[config.mk]
export PLATFORM = sky130hd
export DESIGN_NAME = rdtrap_ctl
export DESIGN_NICKNAME = d
export VERILOG_FILES = /design/src/rtl/rdtrap_pkg.sv /design/src/rtl/rdtrap_access_dec.sv /design/src/rtl/rdtrap_bits.sv /design/src/rtl/rdtrap_guard.sv /design/src/rtl/rdtrap_ctl.sv
export SDC_FILE = /design/constraint.sdc
export NUM_CORES = 1
export LEC_CHECK = 0
export ABC_AREA = 1
export BUFFER_PORTS_ARGS = -buffer_cell sky130_fd_sc_hd__buf_4
export CAP_MARGIN = 10
export CORE_ASPECT_RATIO = 1.75
export CORE_MARGIN = 5
export CORE_UTILIZATION = 43
export CTS_CLUSTER_SIZE = 25
export DETAILED_ROUTE_END_ITERATION = 8
export GPL_ROUTABILITY_DRIVEN = 0
export MAX_ROUTING_LAYER = met4
export PLACE_DENSITY_LB_ADDON = 0.25
export SLEW_MARGIN = 20
export SYNTH_ARGS = -nofsm -noshare
export SYNTH_HDL_FRONTEND = slang
export SYNTH_SLANG_ARGS = --single-unit
[constraint.sdc]
create_clock -name clk -period 1.2 [get_ports clk]
set_input_delay 0.24 -clock clk [delete_from_list [all_inputs] [get_ports clk]]
set_output_delay 0.24 -clock clk [all_outputs]
set_load 0.01 [all_outputs]
[src/rtl/rdtrap_pkg.sv]
package rdtrap_pkg;
   typedef struct packed {
      logic direct;
      logic redir;
      logic trap;
      logic undef;
   } outcome_t;

   localparam int CLS_A64  = 'h18;
   localparam int CLS_A128 = 'h14;
   localparam logic [1:0] LVL0 = 2'd0;
   localparam logic [1:0] LVL1 = 2'd1;
   localparam logic [1:0] LVL2 = 2'd2;
   localparam logic [1:0] LVL3 = 2'd3;
endpackage

[src/rtl/rdtrap_access_dec.sv]
module rdtrap_access_dec
   import rdtrap_pkg::*;
#(
   parameter int                ENC_W     = 16,
   parameter logic [ENC_W-1:0]  MATCH_ENC = 16'hE18A,
   parameter int                CLS_W     = 6
) (
   input  logic              acc_vld,
   input  logic [ENC_W-1:0]  acc_enc,
   input  logic [1:0]        cur_el,
   input  logic [2:0]        nv_ctl,
   input  logic              el3_present,
   input  logic              el3_fg_en,
   input  logic              el3_undef_pri,
   input  logic              el3_undef,
   output outcome_t          oc,
   output logic [1:0]        trap_el,
   output logic [CLS_W-1:0]  trap_cls
);
   localparam logic [CLS_W-1:0] CLS64 = CLS_W'(CLS_A64);

   logic hit;
   assign hit = acc_vld && (acc_enc == MATCH_ENC);

   always_comb begin
      oc       = '0;
      trap_el  = LVL0;
      trap_cls = '0;
      if (hit) begin
         case (cur_el)
            LVL0: oc.undef = 1'b1;
            LVL1: begin
               if (nv_ctl[2] && nv_ctl[0]) begin
                  oc.redir = 1'b1;
               end else if (nv_ctl[0]) begin
                  oc.trap  = 1'b1;
                  trap_el  = LVL2;
                  trap_cls = CLS64;
               end else begin
                  oc.undef = 1'b1;
               end
            end
            LVL2: begin
               if (el3_present && !el3_fg_en) begin
                  if (el3_undef_pri || el3_undef) begin
                     oc.undef = 1'b1;
                  end else begin
                     oc.trap  = 1'b1;
                     trap_el  = LVL3;
                     trap_cls = CLS64;
                  end
               end else begin
                  oc.direct = 1'b1;
               end
            end
            default: oc.direct = 1'b1;
         endcase
      end
   end
endmodule

[src/rtl/rdtrap_bits.sv]
module rdtrap_bits #(
   parameter int NUM_GUARD = 3
) (
   input  logic                 clk,
   input  logic                 rst_n,
   input  logic                 wr_en,
   input  logic [NUM_GUARD-1:0] wbits,
   input  logic [NUM_GUARD-1:0] feat_impl,
   output logic [NUM_GUARD-1:0] bits
);
   for (genvar g = 0; g < NUM_GUARD; g++) begin : g_bit
      logic q;
      always_ff @(posedge clk or negedge rst_n) begin
         if (!rst_n)     q <= 1'b0;
         else if (wr_en) q <= wbits[g] & feat_impl[g];
      end
      assign bits[g] = q & feat_impl[g];
   end
endmodule

[src/rtl/rdtrap_guard.sv]
module rdtrap_guard
   import rdtrap_pkg::*;
#(
   parameter int                   NUM_GUARD = 3,
   parameter int                   SEL_W     = 2,
   parameter logic [NUM_GUARD-1:0] WIDE_MASK = 3'b100,
   parameter int                   CLS_W     = 6
) (
   input  logic                 q_vld,
   input  logic [SEL_W-1:0]     q_sel,
   input  logic                 q_wide,
   input  logic [1:0]           cur_el,
   input  logic                 el2_active,
   input  logic [NUM_GUARD-1:0] bits,
   input  logic [NUM_GUARD-1:0] feat_impl,
   output logic                 trap,
   output logic [CLS_W-1:0]     cls
);
   logic [CLS_W-1:0]     cls_arr [NUM_GUARD];
   logic [NUM_GUARD-1:0] arm;

   for (genvar g = 0; g < NUM_GUARD; g++) begin : g_grd
      assign arm[g] = feat_impl[g] & ~bits[g];
      if (WIDE_MASK[g]) begin : g_wide
         assign cls_arr[g] = q_wide ? CLS_W'(CLS_A128) : CLS_W'(CLS_A64);
      end else begin : g_narrow
         assign cls_arr[g] = CLS_W'(CLS_A64);
      end
   end

   always_comb begin
      trap = 1'b0;
      cls  = '0;
      if (q_vld && cur_el == LVL1 && el2_active) begin
         for (int g = 0; g < NUM_GUARD; g++) begin
            if (int'(q_sel) == g && arm[g]) begin
               trap = 1'b1;
               cls  = cls_arr[g];
            end
         end
      end
   end
endmodule

[src/rtl/rdtrap_ctl.sv]
module rdtrap_ctl
   import rdtrap_pkg::*;
#(
   parameter int                   REG_W     = 64,
   parameter int                   NUM_GUARD = 3,
   parameter int                   ENC_W     = 16,
   parameter logic [ENC_W-1:0]     MATCH_ENC = 16'hE18A,
   parameter int                   OFF_W     = 12,
   parameter logic [OFF_W-1:0]     MEM_OFF   = 12'h2C0,
   parameter int                   CLS_W     = 6,
   parameter logic [NUM_GUARD-1:0] WIDE_MASK = 3'b100,
   localparam int                  SEL_W     = (NUM_GUARD > 1) ? $clog2(NUM_GUARD + 1) : 1
) (
   input  logic                 clk,
   input  logic                 rst_n,
   input  logic                 acc_vld,
   input  logic                 acc_wr,
   input  logic [ENC_W-1:0]     acc_enc,
   input  logic [REG_W-1:0]     acc_wdata,
   input  logic [1:0]           cur_el,
   input  logic [2:0]           nv_ctl,
   input  logic                 el3_present,
   input  logic                 el3_fg_en,
   input  logic                 el3_undef_pri,
   input  logic                 el3_undef,
   input  logic                 el2_active,
   input  logic [NUM_GUARD-1:0] feat_impl,
   input  logic                 gq_vld,
   input  logic [SEL_W-1:0]     gq_sel,
   input  logic                 gq_wide,
   output logic                 rsp_direct,
   output logic                 rsp_redir,
   output logic                 rsp_trap,
   output logic                 rsp_undef,
   output logic [REG_W-1:0]     rsp_rdata,
   output logic                 rsp_mem_wr,
   output logic [OFF_W-1:0]     rsp_mem_off,
   output logic [REG_W-1:0]     rsp_mem_wdata,
   output logic [1:0]           rsp_trap_el,
   output logic [CLS_W-1:0]     rsp_cls,
   output logic                 gq_trap,
   output logic [CLS_W-1:0]     gq_cls
);
   if (NUM_GUARD < 1 || NUM_GUARD >= REG_W) begin : g_bad_guard
      initial $fatal(1, "rdtrap_ctl: NUM_GUARD out of range");
   end
   if (CLS_W < 6) begin : g_bad_cls
      initial $fatal(1, "rdtrap_ctl: CLS_W too narrow");
   end

   outcome_t             oc;
   logic [1:0]           dec_el;
   logic [CLS_W-1:0]     dec_cls;
   logic [NUM_GUARD-1:0] bits;
   logic                 wr_en;
   logic                 grd_trap;
   logic [CLS_W-1:0]     grd_cls;
   logic [REG_W-1:0]     reg_view;

   rdtrap_access_dec #(
      .ENC_W(ENC_W), .MATCH_ENC(MATCH_ENC), .CLS_W(CLS_W)
   ) u_dec (
      .acc_vld(acc_vld), .acc_enc(acc_enc), .cur_el(cur_el), .nv_ctl(nv_ctl),
      .el3_present(el3_present), .el3_fg_en(el3_fg_en),
      .el3_undef_pri(el3_undef_pri), .el3_undef(el3_undef),
      .oc(oc), .trap_el(dec_el), .trap_cls(dec_cls)
   );

   assign wr_en = oc.direct & acc_wr;

   rdtrap_bits #(.NUM_GUARD(NUM_GUARD)) u_bits (
      .clk(clk), .rst_n(rst_n), .wr_en(wr_en),
      .wbits(acc_wdata[NUM_GUARD-1:0]), .feat_impl(feat_impl), .bits(bits)
   );

   rdtrap_guard #(
      .NUM_GUARD(NUM_GUARD), .SEL_W(SEL_W), .WIDE_MASK(WIDE_MASK), .CLS_W(CLS_W)
   ) u_grd (
      .q_vld(gq_vld), .q_sel(gq_sel), .q_wide(gq_wide), .cur_el(cur_el),
      .el2_active(el2_active), .bits(bits), .feat_impl(feat_impl),
      .trap(grd_trap), .cls(grd_cls)
   );

   assign reg_view = {{(REG_W-NUM_GUARD){1'b0}}, bits};

   always_ff @(posedge clk or negedge rst_n) begin
      if (!rst_n) begin
         rsp_direct    <= 1'b0;
         rsp_redir     <= 1'b0;
         rsp_trap      <= 1'b0;
         rsp_undef     <= 1'b0;
         rsp_rdata     <= '0;
         rsp_mem_wr    <= 1'b0;
         rsp_mem_off   <= '0;
         rsp_mem_wdata <= '0;
         rsp_trap_el   <= '0;
         rsp_cls       <= '0;
         gq_trap       <= 1'b0;
         gq_cls        <= '0;
      end else begin
         rsp_direct    <= oc.direct;
         rsp_redir     <= oc.redir;
         rsp_trap      <= oc.trap;
         rsp_undef     <= oc.undef;
         rsp_rdata     <= (oc.direct && !acc_wr) ? reg_view : '0;
         rsp_mem_wr    <= oc.redir & acc_wr;
         rsp_mem_off   <= oc.redir ? MEM_OFF : '0;
         rsp_mem_wdata <= (oc.redir && acc_wr) ? acc_wdata : '0;
         rsp_trap_el   <= dec_el;
         rsp_cls       <= dec_cls;
         gq_trap       <= grd_trap;
         gq_cls        <= grd_cls;
      end
   end
endmodule

==> flow_summary.yaml <==
run_status:
  status: "completed"
worst_setup_path:
  endpoint_kind: "output pin"
  setup.worst_path.start: "rsp_cls[3]$_DFF_PN0_"
  path_buf_inv: 1
  cp_top_family: "flip-flops"
  ff2ff_path_depth: 7
  cp_slowest_stage_delay_ns: 0.42
  critPathMaxFanout: 4
  startpoint_type: "flip-flop"
  critPathRequiredTime_ns: 0.96
  path_cells: "buf_4"
  cpMaxStageDelayCell: "dfrtp_1"
  reg2reg_from: "u_bits.g_bit[0].q$_DFFE_PN0P_"
  crit_end: "rsp_trap_el[1]"
  r2r_setup_slack_ns: 0.15
  r2r-end: "gq_cls[3]$_DFF_PN0_"
  critical_path_depth: 1
  path_class: "reg -> out"
  critPathArrivalTime_ns: 0.90
die:
  ios: 261
  initial_core_util: 0.433
  core_area_um2: 9350
  rows: 47
  die_h_um: 138
  die_x_um: 83.3
  die-area_um2: 11500
timing:
  finalCritPeriodShare: 0.951
  finalCriticalPeriod_ns: 1.14
  report.final.slew_viol_count: 0
  finalSetupViolCount: 0
  finalSetupTns_ns: 0
  finalClockSkew_ns: 0.00442
  rsz0062_at_grt: "yes"
  hold_viol: 0
  clock.fmax_mhz: 876
clock_network:
  clk_latency_ns: 0.33
  cts_buffers: 9
  h-tree-depth: 3
  cts_sinks: 79
  clockBufferDepth: 2
  clk_root_buffer_cell: "clkbuf_16"
  path_clk_slew_ns: 0.05
  cts_tree: "done"
synth:
  yosysSeqAreaShare: 0.489
  synth.most_common_cell: "inv_1"
  synth_area_leaders: "dfrtp_1, buf_4, nor2_4"
  synthFlopType: "dfrtp_1"
  postSynthCellCount: 398
  ys_types: 24
  async_reset_ff_frac: 1.00
  netlist_area_um2: 4050
  synth-edff-count: 0
  yosysWarnings: 0
  yosys-top-cells-count: "inv_1, buf_4, dfrtp_1, nor2_4, nor2_1"
  yosys.area.top_type: "dfrtp_1"
  synth_top_area_frac: 0.489
  synth.avg_cell_area_um2: 10.2
  ys_ff_latch: 79
cells_and_area:
  utilization: 0.602
  drive_above_1_share: 0.451
  area_growth_pct: 39.2
  fin_cells: 727
  antennaDiodeCount: 0
  fin_nets: 707
global_routing:
  grt-ovfl-total: 0
  grt_antenna_before_repair: 0
  grt_max_degree: 47
  track_usage: 0.166
  grt_pass1_vias: 2993
  grt_pass1_wl_um: 14600
power:
  irDropWorstVdd_v: 0.000683
  power_density_nw_per_um2: 1020
  power_leakage_uw: 0.00333
routing:
  firstDrtPassIters: 6
  viasPerCell: 3.89
  drc: 0
  drtAntennaViolNets: 0
  num_vias: 2827
  wire_per_inst_um: 12.9
  drt_iter0_markers: 70
  drt_wl_total_um: 9400
placement:
  placed_cells: 708
  io_buffer_count: 182
  hpwl_um: 7890
min_path:
  hold_path.class: "in -> reg"
  min_from: "acc_wdata[9]"
flow_run:
  drv_cap: 0
layout make-up:
class	instances	area, µm²
multi-input cells	212	1280
flip-flops and latches	79	1980
repair buffers	207	1610
inverters	92	345
clock buffers	12	246
fillers	825	3720
well taps	122	153
clock inverters	3	20.0
per-layer routing:
| metal | routed length (µm) | share of wire | global-route usage | vias to the layer above |
|---|---|---|---|---|
| li1 | - | - | - | 1377 |
| met1 | 2980 | 0.32 | 0.154 | 1287 |
| met2 | 5470 | 0.58 | 0.308 | 147 |
| met3 | 660 | 0.070 | 0.0417 | 16 |
| met4 | 280 | 0.030 | 0.0861 | 0 |
| met5 | 0 | 0 | - | - |
registers in the layout, indices dropped and copies added (netlist names):
name,count
rsp_mem_off,1
gq_cls,3
rsp_direct,1
rsp_rdata,3
rsp_trap_el,1
u_bits.g_bit.q,3
rsp_mem_wr,1
rsp_mem_wdata,64
rsp_undef,1
rsp_cls,1
layout by cell type, fill, tap and decap left out:
| cell | Yosys | layout |
|---|---|---|
| a21oi_1 | 2 | 2 |
| buf_12 | 4 | 4 |
| buf_4 | 84 | 202 |
| clkbuf_1 | 1 | 2 |
| clkbuf_16 | 0 | 9 |
| clkbuf_8 | 0 | 1 |
| clkinv_2 | 0 | 1 |
| clkinvlp_4 | 0 | 2 |
| conb_1 | 1 | 77 |
| dfrtp_1 | 79 | 79 |
| dlygate4sd3_1 | 0 | 1 |
| ha_1 | 5 | 4 |
| ha_2 | 0 | 1 |
| inv_1 | 92 | 92 |
| nand2_1 | 27 | 27 |
| nand3_1 | 7 | 7 |
| nand3_4 | 0 | 1 |
| nand3b_1 | 1 | 1 |
| nand4_1 | 5 | 5 |
| nor2_1 | 29 | 29 |
| nor2_4 | 50 | 50 |
| nor3_1 | 1 | 1 |
| nor3b_1 | 1 | 1 |
| nor4_1 | 1 | 1 |
| o21ai_0 | 2 | 1 |
| o21ai_2 | 0 | 1 |
| o21bai_1 | 1 | 1 |
| or2_1 | 1 | 1 |
| or2_2 | 1 | 1 |
tightest hold or removal path: cells and delay by family:
family                 cells  cell delay (ns)
buffers and inverters      2             0.15
and+or+nand+nor            1             0.03
cells by family after synthesis:
kind of cell    share of synthesized area
buf+inv                             0.268
simple gates                        0.220
flops                               0.489
compound gates                    0.00681
fa+ha+maj                          0.0155
other cells                      0.000927
power by group:
part	internal, µW	switching [µW]
clock	1440	973
sequential	2670	0.353
combinational	292	352
total	4400	1320
stage by stage:
step | power [µW] | hold slack, ns | setup slack [ns] | cell area, µm²
floorplan | 3150 | -0.0556 | -0.110 | 4330
global placement | 3330 | 0.136 | -0.263 | 5320
detailed placement | 3340 | 0.143 | -0.282 | 5320
CTS | 5810 | 0.116 | 0.0334 | 5600
global route | 6010 | 0.120 | -0.0266 | 5630
finish | 5720 | 0.132 | 0.0588 | 5630
worst min path at each step:
stage / endpoint / cells past startpoint / slack, ns
after floorplan: gq_cls[2]$_DFF_PN0_ / 0 / -0.06
after global placement: rsp_mem_wdata[25]$_DFF_PN0_ / 1 / 0.14
after detailed placement: rsp_mem_wdata[25]$_DFF_PN0_ / 1 / 0.14
after CTS: rsp_mem_wdata[9]$_DFF_PN0_ / 3 / 0.12
after global routing: rsp_mem_wdata[4]$_DFF_PN0_ / 3 / 0.12
final: rsp_mem_wdata[9]$_DFF_PN0_ / 3 / 0.13
timing repair:
item / CTS / global route
hold endpoints to repair: 18 / 0
setup endpoints to repair: 0 / 28
setup buffers: 0 / 3
gates resized for setup: 0 / 3
hold buffers: 1 / 0
No activity file was read; power rests on OpenSTA's default activity.
